**src/rtl/sio16_pkg.sv**
```systemverilog
package sio16_pkg;

  // Fixed status codes returned on a read.
  localparam logic [3:0] RD_CODE_HIGH = 4'hF;
  localparam logic [3:0] RD_CODE_LOW  = 4'h7;

  typedef enum logic {
    CMD_GATE = 1'b0,
    CMD_LINE = 1'b1
  } sio_cmd_e;

  // Offset bit 0 chooses between the two write commands.
  function automatic sio_cmd_e decode_cmd(input logic ofs_lsb);
    return ofs_lsb ? CMD_LINE : CMD_GATE;
  endfunction

  // An index names a real line only when it is below the line count.
  function automatic logic idx_in_range(input int unsigned idx,
                                        input int unsigned n_lines);
    return idx < n_lines;
  endfunction

  // Missing lines read as high.
  function automatic logic [3:0] status_code(input logic valid,
                                             input logic level);
    return (!valid || level) ? RD_CODE_HIGH : RD_CODE_LOW;
  endfunction

endpackage

```
**src/rtl/sio16_cmd_decode.sv**
```systemverilog
module sio16_cmd_decode
  import sio16_pkg::*;
#(
  parameter int N_LINES   = 16,
  parameter int IDX_W     = 6,
  parameter int OFS_W     = 4,
  parameter int DATA_W    = 4,
  parameter int LEVEL_BIT = 3
) (
  input  logic               io_wr,
  input  logic [OFS_W-1:0]   io_ofs,
  input  logic [DATA_W-1:0]  io_wdata,
  input  logic [IDX_W-1:0]   addr_idx,
  output logic               line_wr_ev,
  output logic               line_drop_ev,
  output logic               gate_wr_ev,
  output logic               level,
  output logic [N_LINES-1:0] line_sel
);

  sio_cmd_e cmd;
  logic     in_rng;
  logic     unused_bits;

  assign cmd          = decode_cmd(io_ofs[0]);
  assign in_rng       = idx_in_range(32'(addr_idx), N_LINES);
  assign level        = io_wdata[LEVEL_BIT];
  assign line_wr_ev   = io_wr && (cmd == CMD_LINE) && in_rng;
  assign line_drop_ev = io_wr && (cmd == CMD_LINE) && !in_rng;
  assign gate_wr_ev   = io_wr && (cmd == CMD_GATE);
  assign unused_bits  = ^{io_ofs, io_wdata};

  // One-hot line select, all zero for a missing line.
  for (genvar i = 0; i < N_LINES; i++) begin : g_sel
    assign line_sel[i] = in_rng && (addr_idx == IDX_W'(i));
  end

endmodule

```
**src/rtl/sio16_line_bank.sv**
```systemverilog
module sio16_line_bank #(
  parameter int N_LINES = 16
) (
  input  logic               clk,
  input  logic               rst_n,
  input  logic               line_wr_ev,
  input  logic               gate_wr_ev,
  input  logic               level,
  input  logic [N_LINES-1:0] line_sel,
  output logic [N_LINES-1:0] latch_q,
  output logic               gate_q,
  output logic [N_LINES-1:0] line_out
);

  always_ff @(posedge clk or negedge rst_n) begin
    if (!rst_n) begin
      gate_q <= 1'b0;
    end else if (gate_wr_ev) begin
      gate_q <= level;
    end
  end

  for (genvar i = 0; i < N_LINES; i++) begin : g_line
    always_ff @(posedge clk or negedge rst_n) begin
      if (!rst_n) begin
        latch_q[i] <= 1'b0;
      end else if (line_wr_ev && line_sel[i]) begin
        latch_q[i] <= level;
      end
    end
    assign line_out[i] = gate_q & latch_q[i];
  end

endmodule

```
**src/rtl/sio16_status.sv**
```systemverilog
module sio16_status
  import sio16_pkg::*;
#(
  parameter int N_LINES = 16,
  parameter int IDX_W   = 6
) (
  input  logic               clk,
  input  logic               rst_n,
  input  logic               capture,
  input  logic [IDX_W-1:0]   addr_idx,
  input  logic [N_LINES-1:0] line_in,
  output logic [IDX_W-1:0]   idx_q,
  output logic [3:0]         io_rdata
);

  localparam int SEL_W = (N_LINES > 1) ? $clog2(N_LINES) : 1;

  logic idx_ok;
  logic sel_level;

  always_ff @(posedge clk or negedge rst_n) begin
    if (!rst_n) begin
      idx_q <= '0;
    end else if (capture) begin
      idx_q <= addr_idx;
    end
  end

  assign idx_ok    = idx_in_range(32'(idx_q), N_LINES);
  assign sel_level = idx_ok ? line_in[idx_q[SEL_W-1:0]] : 1'b1;
  assign io_rdata  = status_code(idx_ok, sel_level);

endmodule

```
**src/rtl/sio16_unit.sv**
```systemverilog
module sio16_unit #(
  parameter int N_LINES   = 16,
  parameter int IDX_W     = 6,
  parameter int OFS_W     = 4,
  parameter int DATA_W    = 4,
  parameter int LEVEL_BIT = 3
) (
  input  logic               clk,
  input  logic               rst_n,
  input  logic               io_wr,
  input  logic               io_rd,
  input  logic [OFS_W-1:0]   io_ofs,
  input  logic [DATA_W-1:0]  io_wdata,
  input  logic [IDX_W-1:0]   addr_idx,
  input  logic [N_LINES-1:0] line_in,
  output logic [N_LINES-1:0] line_out,
  output logic [3:0]         io_rdata
);

  logic               line_wr_ev;
  logic               line_drop_ev;
  logic               gate_wr_ev;
  logic               level;
  logic [N_LINES-1:0] line_sel;
  logic [N_LINES-1:0] latch_q;
  logic               gate_q;
  logic [IDX_W-1:0]   idx_q;

  sio16_cmd_decode #(
    .N_LINES(N_LINES), .IDX_W(IDX_W), .OFS_W(OFS_W),
    .DATA_W(DATA_W), .LEVEL_BIT(LEVEL_BIT)
  ) u_dec (
    .io_wr       (io_wr),
    .io_ofs      (io_ofs),
    .io_wdata    (io_wdata),
    .addr_idx    (addr_idx),
    .line_wr_ev  (line_wr_ev),
    .line_drop_ev(line_drop_ev),
    .gate_wr_ev  (gate_wr_ev),
    .level       (level),
    .line_sel    (line_sel)
  );

  sio16_line_bank #(.N_LINES(N_LINES)) u_bank (
    .clk       (clk),
    .rst_n     (rst_n),
    .line_wr_ev(line_wr_ev),
    .gate_wr_ev(gate_wr_ev),
    .level     (level),
    .line_sel  (line_sel),
    .latch_q   (latch_q),
    .gate_q    (gate_q),
    .line_out  (line_out)
  );

  sio16_status #(.N_LINES(N_LINES), .IDX_W(IDX_W)) u_stat (
    .clk     (clk),
    .rst_n   (rst_n),
    .capture (io_wr | io_rd),
    .addr_idx(addr_idx),
    .line_in (line_in),
    .idx_q   (idx_q),
    .io_rdata(io_rdata)
  );

endmodule

```
**config.mk**
```make
export PLATFORM = sky130hd
export DESIGN_NAME = sio16_unit
export DESIGN_NICKNAME = d
export VERILOG_FILES = /design/src/rtl/sio16_pkg.sv /design/src/rtl/sio16_cmd_decode.sv /design/src/rtl/sio16_line_bank.sv /design/src/rtl/sio16_status.sv /design/src/rtl/sio16_unit.sv
export SDC_FILE = /design/constraint.sdc
export NUM_CORES = 1
export LEC_CHECK = 0
export BUFFER_PORTS_ARGS = -buffer_cell sky130_fd_sc_hd__buf_2
export CAP_MARGIN = 0
export CORE_UTILIZATION = 51
export DETAILED_ROUTE_END_ITERATION = 12
export GPL_TIMING_DRIVEN = 0
export PLACE_DENSITY = 0.84
export SYNTH_ARGS = -nofsm -noshare
export SYNTH_HDL_FRONTEND = slang
export SYNTH_SLANG_ARGS = --single-unit
```
**constraint.sdc**
```tcl
create_clock -name clk -period 2.4 [get_ports clk]
set_input_delay 0.48 -clock clk [delete_from_list [all_inputs] [get_ports clk]]
set_output_delay 0.48 -clock clk [all_outputs]
set_load 0.03 [all_outputs]
```
==> flow_metrics.py, run 1 <==
metrics = {
    "floorplan": {
        "io_pins": 54,
        "core_sq_um": 2300,
        "die_h_um": 52.1,
        "dieArea_sq_um": 2720,
        "initial_utilization_pct": 55.8,
        "die_width_um": 52.1,
        "num_rows": 17,
    },
    "grt": {
        "antenna_found_initial": 0,
        "grt_pass1_vias": 990,
        "grt-ovfl-total": 0,
        "grt_usage_pct": 20.3,
        "grt_pass1_wl_um": 4060,
        "grt_max_degree": 24,
    },
    "sta": {
        "hold_viol_final": 0,
        "setup_viol": 0,
        "tightest_slew_ns": 0.512,
        "fin_crit_sh_pct": 95.5,
        "layout_setup_ws_ns": 0.108,
        "finalClockSkew_ns": 0,
        "rsz0062_at_grt": "false",
        "relSlewSlack_pct": 65.6,
        "hold_ws_ns": 0.118,
        "fin_crit_ns": 2.29,
        "fmax_mhz": 436,
        "tns_ns": 0,
        "drv_slew": 0,
    },
    "clock_network": {
        "clk_pin_slew_ns": 0.13,
        "holdBufCountCts": 0,
        "cts-htree-levels": 1,
        "postCtsSetupRepairBufs": 0,
        "cts_buffers": 3,
        "insertion_delay_ns": 0.30,
        "cts_sinks": 23,
        "clockBufferDepth": 2,
        "cts_tree": "done",
        "clockRootBuffer": "clkbuf_4",
    },
    "yosys": {
        "synthArstFlopShare_pct": 100,
        "synth_cell_type_count": 24,
        "yosysWarnings": 0,
        "syn_area_sq_um": 1280,
        "ys_seq_area_share_pct": 44.9,
        "netlist_instances": 116,
        "synth_top_area_cell": "dfrtp_1",
        "yosysMostFrequentCell": "dfrtp_1",
        "synthTopCellsByCount": "dfrtp_1, mux2_2, and2_1",
        "syn_avg_cell_area_sq_um": 11.1,
        "synth_edf_count": 0,
        "synthTopCellsByArea": "dfrtp_1, mux2_2, and2_1, nand2_1, mux4_2",
        "synth_top_cell_area_share_pct": 44.9,
        "synth_ff_type": "dfrtp_1",
        "synth-seq-cells": 23,
    },
    "pwr": {
        "ir_drop_mv": 0.360,
        "finalPower_uw": 807,
        "leakage_uw": 0.000787,
        "cellPowerDensity_nw_per_um2": 513,
    },
    "route": {
        "first_pass_iters": 4,
        "vias": 970,
        "drcViolationCount": 0,
        "vias_per_cell": 5.05,
        "wirelength_um": 2460,
        "ant_nets": 0,
        "drt_iter0_drc": 3,
        "post_drt_wl_per_cell_um": 12.8,
    },
    "placement": {
        "port_buffers": 42,
        "place_congestion": 0.720,
        "place_ws_ns": 0.372,
        "place_hpwl_um": 1920,
    },
    "worst_setup_path": {
        "critPathMaxFanout": 7,
        "cp.arrival_ns": 1.81,
        "worstSetupStartpointType": "register",
        "crit_required_ns": 1.92,
        "criticalPathCategory": "reg -> out",
        "cpPeakStageDelay_ns": 0.52,
        "slowest_stage": "mux4_2",
        "crit_chain": "buf_4 -> mux4_2 -> o2111ai_2 -> o211ai_1 -> clkbuf_4",
        "critical-path-top-delay-family": "multiplexers",
        "end_kind": "output port",
        "path_buf_inv": 2,
    },
    "layout": {
        "syn_to_final_growth_pct": 22.7,
        "drive_gt1_share_pct": 47.0,
        "n_antenna_cell": 0,
        "nNetsFinal": 199,
    },
    "status": {
        "status": "finished clean",
    },
    "flow_run": {
        "cap_violations": 0,
    },
    "min_path": {
        "hp-class": "in -> async",
    },
}
## power breakdown
| group | internal, uW | switching, uW | leakage [uW] |
|---|---|---|---|
| Clock | 62.0 | 112 | 0.0000177 |
| Sequential | 420 | 22.7 | 0.000300 |
| Combinational | 86.7 | 104 | 0.000470 |
| Total | 569 | 238 | 0.000787 |
## final cells by class
| cell class | instances | area (sq um) |
|---|---|---|
| Sequential cell | 23 | 576 |
| Timing Repair Buffer | 42 | 213 |
| Inverter | 2 | 7.51 |
| Clock buffer | 3 | 22.5 |
| Clock inverter | 1 | 5.00 |
| Multi-Input combinational cell | 85 | 671 |
| Fill cell | 195 | 723 |
| Buffer | 8 | 45.0 |
| Tap cell | 28 | 35.0 |
## state kept, by name, indices dropped and copies added (netlist names)
signal and cells:
u_bank.latch_q 16, u_bank.gate_q 1, u_stat.idx_q 6
## per-layer routing
metal  routed length, um  GRT usage, %  vias to the layer above
met3                 125          3.22                        2
met5                   0             0                        -
met1                 989          23.0                      447
met2                1330          38.5                       29
li1                    -             -                      492
met4                  14          6.58                        0
## through the flow
| step | std cells | util (%) | area (sq um) |
|---|---|---|---|
| 2_1_floorplan | 118 | - | 1290 |
| 3_3_place_gp | 188 | 66.8 | 1540 |
| 3_5_place_dp | 188 | 66.8 | 1540 |
| 4_1_cts | 192 | 68.0 | 1560 |
| 5_1_grt | 192 | 68.5 | 1570 |
| 6_report | 192 | 68.5 | 1570 |
## worst register-to-register path, cell delays in order, from the launching register on
cell and delay (ns):
dfrtp_1 0.38, buf_4 0.17, mux2_2 0.26
## final timing paths
path	slack [ns]	end	from	cells after the start
max	0.11	io_rdata[3]	u_stat.idx_q[2]$_DFFE_PN0P_	5
min	0.12	u_bank.latch_q[7]$_DFFE_PN0P_	rst_n	1
max reg2reg	1.50	u_stat.idx_q[2]$_DFFE_PN0P_	u_stat.idx_q[2]$_DFFE_PN0P_	2
min reg2reg	0.51	u_bank.latch_q[1]$_DFFE_PN0P_	u_bank.latch_q[1]$_DFFE_PN0P_	1
max in group asynchronous	1.94	u_stat.idx_q[0]$_DFFE_PN0P_	rst_n	1
min in group clk	0.43	u_stat.idx_q[5]$_DFFE_PN0P_	addr_idx[5]	2
## cell families after synthesis
logic type | synth area share, %
flip-flops | 44.9
buffers and inverters | 3.90
other | 0.292
multiplexers | 25.1
AO/OA/AOI/OAI | 2.05
AND/OR/NAND/NOR | 23.8
## cells in the final DEF (no fill, tap or decap), types with 2 or more instances in the layout
master and count:
nor4_1 2, clkbuf_1 4, mux2i_1 4, nor2_1 3, nand2_1 13, nand3_1 4
nor2b_1 4, buf_4 4, clkbuf_4 4, nor3_1 4, conb_1 3, inv_1 2
mux4_2 2, and2_1 16, dfrtp_1 23, mux2_2 21, buf_2 41, o21ai_0 2
## timing repair
item,CTS,global route
setup endpoints to repair,0,1
gates resized for setup,0,4
hold endpoints to repair,0,0
Power figures use the tool's default switching activity.
==> run 2, diff against run 1 <==
Settings changed: RECOVER_POWER from default to 50, SLEW_MARGIN from default to 30.
==> run 2 against run 1 <==
Against the previous run:
- non-clock buffer count unchanged
- clock power is essentially flat
- critical path depth is the same
- cell area decreased by 1.2%
- global-route usage did not move
- sequential power is essentially flat
- largest power group unchanged
- register-to-register slack about the same
==> flow_metrics.py, run 2 (same netlist as run 1, synthesis figures left out) <==
metrics = {
    "sta": {
        "relSlewSlack_pct": 20.1,
        "fin_crit_ns": 2.29,
        "drv_slew": 0,
        "layout_setup_ws_ns": 0.108,
        "hold_viol_final": 0,
        "fin_crit_sh_pct": 95.5,
        "tightest_slew_ns": 1.20,
        "rsz0062_at_grt": "false",
        "finalClockSkew_ns": 0,
        "fmax_mhz": 436,
        "setup_viol": 0,
        "tns_ns": 0,
    },
    "worst_setup_path": {
        "critical-path-top-delay-family": "multiplexers",
        "critPathMaxFanout": 7,
        "slowest_stage": "mux4_2",
        "reg2reg_depth": 2,
        "cp.arrival_ns": 1.81,
        "reg2reg_to": "u_stat.idx_q[2]$_DFFE_PN0P_",
        "r2r-start": "u_stat.idx_q[2]$_DFFE_PN0P_",
        "crit_chain": "buf_4 -> mux4_2 -> o2111ai_2 -> o211ai_1 -> clkbuf_4",
        "crit_required_ns": 1.92,
        "criticalPathCategory": "reg -> out",
        "rrSetupSlack_ns": 1.50,
        "end_kind": "output port",
        "cpPeakStageDelay_ns": 0.52,
        "path_buf_inv": 2,
        "worstSetupStartpointType": "register",
    },
    "grt": {
        "grt_max_degree": 24,
        "grt-ovfl-total": 0,
        "grt_usage_pct": 20.3,
        "grt_pass1_vias": 990,
        "busiest_layer": "met2",
        "use_met1_pct": 23.0,
        "antenna_found_initial": 0,
        "grt_pass1_wl_um": 4060,
        "met3_usage_pct": 3.22,
        "grt_use_met2_pct": 38.5,
    },
    "min_path": {
        "hp-class": "in -> async",
    },
    "clock_network": {
        "insertion_delay_ns": 0.30,
        "clk_pin_slew_ns": 0.13,
        "clockBufferDepth": 2,
        "cts_tree": "done",
        "clockRootBuffer": "clkbuf_4",
        "cts_buffers": 3,
        "holdBufCountCts": 0,
        "cts_sinks": 23,
        "cts-htree-levels": 1,
    },
    "placement": {
        "place_hpwl_um": 1920,
        "port_buffers": 42,
        "dp.cells": 188,
        "place_congestion": 0.720,
        "place_ws_ns": 0.372,
    },
    "route": {
        "vias": 972,
        "ant_nets": 0,
        "drt_iter0_drc": 3,
        "wirelength_um": 2480,
        "post_drt_wl_per_cell_um": 12.9,
        "drcViolationCount": 0,
        "vias_per_cell": 5.06,
        "first_pass_iters": 4,
    },
    "layout": {
        "nNetsFinal": 199,
        "final_cell_mix": "buf_2, dfrtp_1, mux2_2",
        "final-instance-count-excl-fill": 192,
        "largest_reg_flops": 16,
        "reg.largest.list": "u_bank.latch_q (16), u_stat.idx_q (6), u_bank.gate_q (1)",
        "syn_to_final_growth_pct": 21.3,
        "drive_gt1_share_pct": 45.1,
        "regMostFlops": "u_bank.latch_q",
        "final_common_cell": "buf_2",
        "n_antenna_cell": 0,
    },
    "floorplan": {
        "die_width_um": 52.1,
        "core_sq_um": 2300,
        "dieArea_sq_um": 2720,
        "num_rows": 17,
        "initial_utilization_pct": 55.8,
        "io_pins": 54,
        "die_h_um": 52.1,
    },
    "flow_run": {
        "cap_violations": 0,
    },
    "pwr": {
        "ir_drop_mv": 0.360,
        "cellPowerDensity_nw_per_um2": 517,
        "leakage_uw": 0.000778,
    },
    "status": {
        "status": "finished clean",
    },
}
==> run 2: cell types whose count changed in the layout (fill, tap and decap cells not counted) <==
cell and change:
buf_2 -2, clkbuf_1 +2, nand4bb_1 +1, nand4bb_4 -1
==> run 2: where the power goes <==
| group | switching, uW | internal [uW] | total (uW) |
|---|---|---|---|
| logic | 103 | 84.7 | 188 |
| registers | 22.7 | 420 | 443 |
| clock network | 112 | 62.0 | 174 |
==> run 2: repair_timing <==
item,CTS,global route
gates resized for setup,0,4
setup endpoints to repair,0,1
buffers inserted,0,0
==> run 2: layout make-up <==
class | instances | area (sq um)
Buffer | 8 | 45.0
Clock buffer | 3 | 22.5
Clock inverter | 1 | 5.00
Fill cell | 200 | 742
Inverter | 2 | 7.51
Multi-Input combinational cell | 85 | 654
Sequential cell | 23 | 576
Tap cell | 28 | 35.0
Timing Repair Buffer | 42 | 210
==> run 2: per-stage QoR <==
step           power [uW]  hold slack [ns]  instance area, sq um  util, %
6_report              804            0.385                  1560     67.7
5_1_grt               846            0.413                  1560     67.7
4_1_cts               811            0.134                  1560     68.0
3_5_place_dp          639            0.481                  1540     66.8
3_3_place_gp          631            0.467                  1540     66.8
2_1_floorplan         572            0.184                  1290        -
==> run 2: worst max path at each step <==
stage | from | endpoint | cells past startpoint
detailed placement | line_in[13] | io_rdata[3] | 5
CTS | u_stat.idx_q[2]$_DFFE_PN0P_ | io_rdata[3] | 5
global placement | line_in[13] | io_rdata[3] | 5
floorplan | u_stat.idx_q[2]$_DFFE_PN0P_ | io_rdata[3] | 4
finish | u_stat.idx_q[2]$_DFFE_PN0P_ | io_rdata[3] | 5
global route | u_stat.idx_q[2]$_DFFE_PN0P_ | io_rdata[3] | 5
==> run 2: routing by layer <==
layer	routed length [um]	vias to the layer above
met5	0	-
met4	14	0
met3	123	2
met2	1330	29
met1	1010	449
li1	-	492
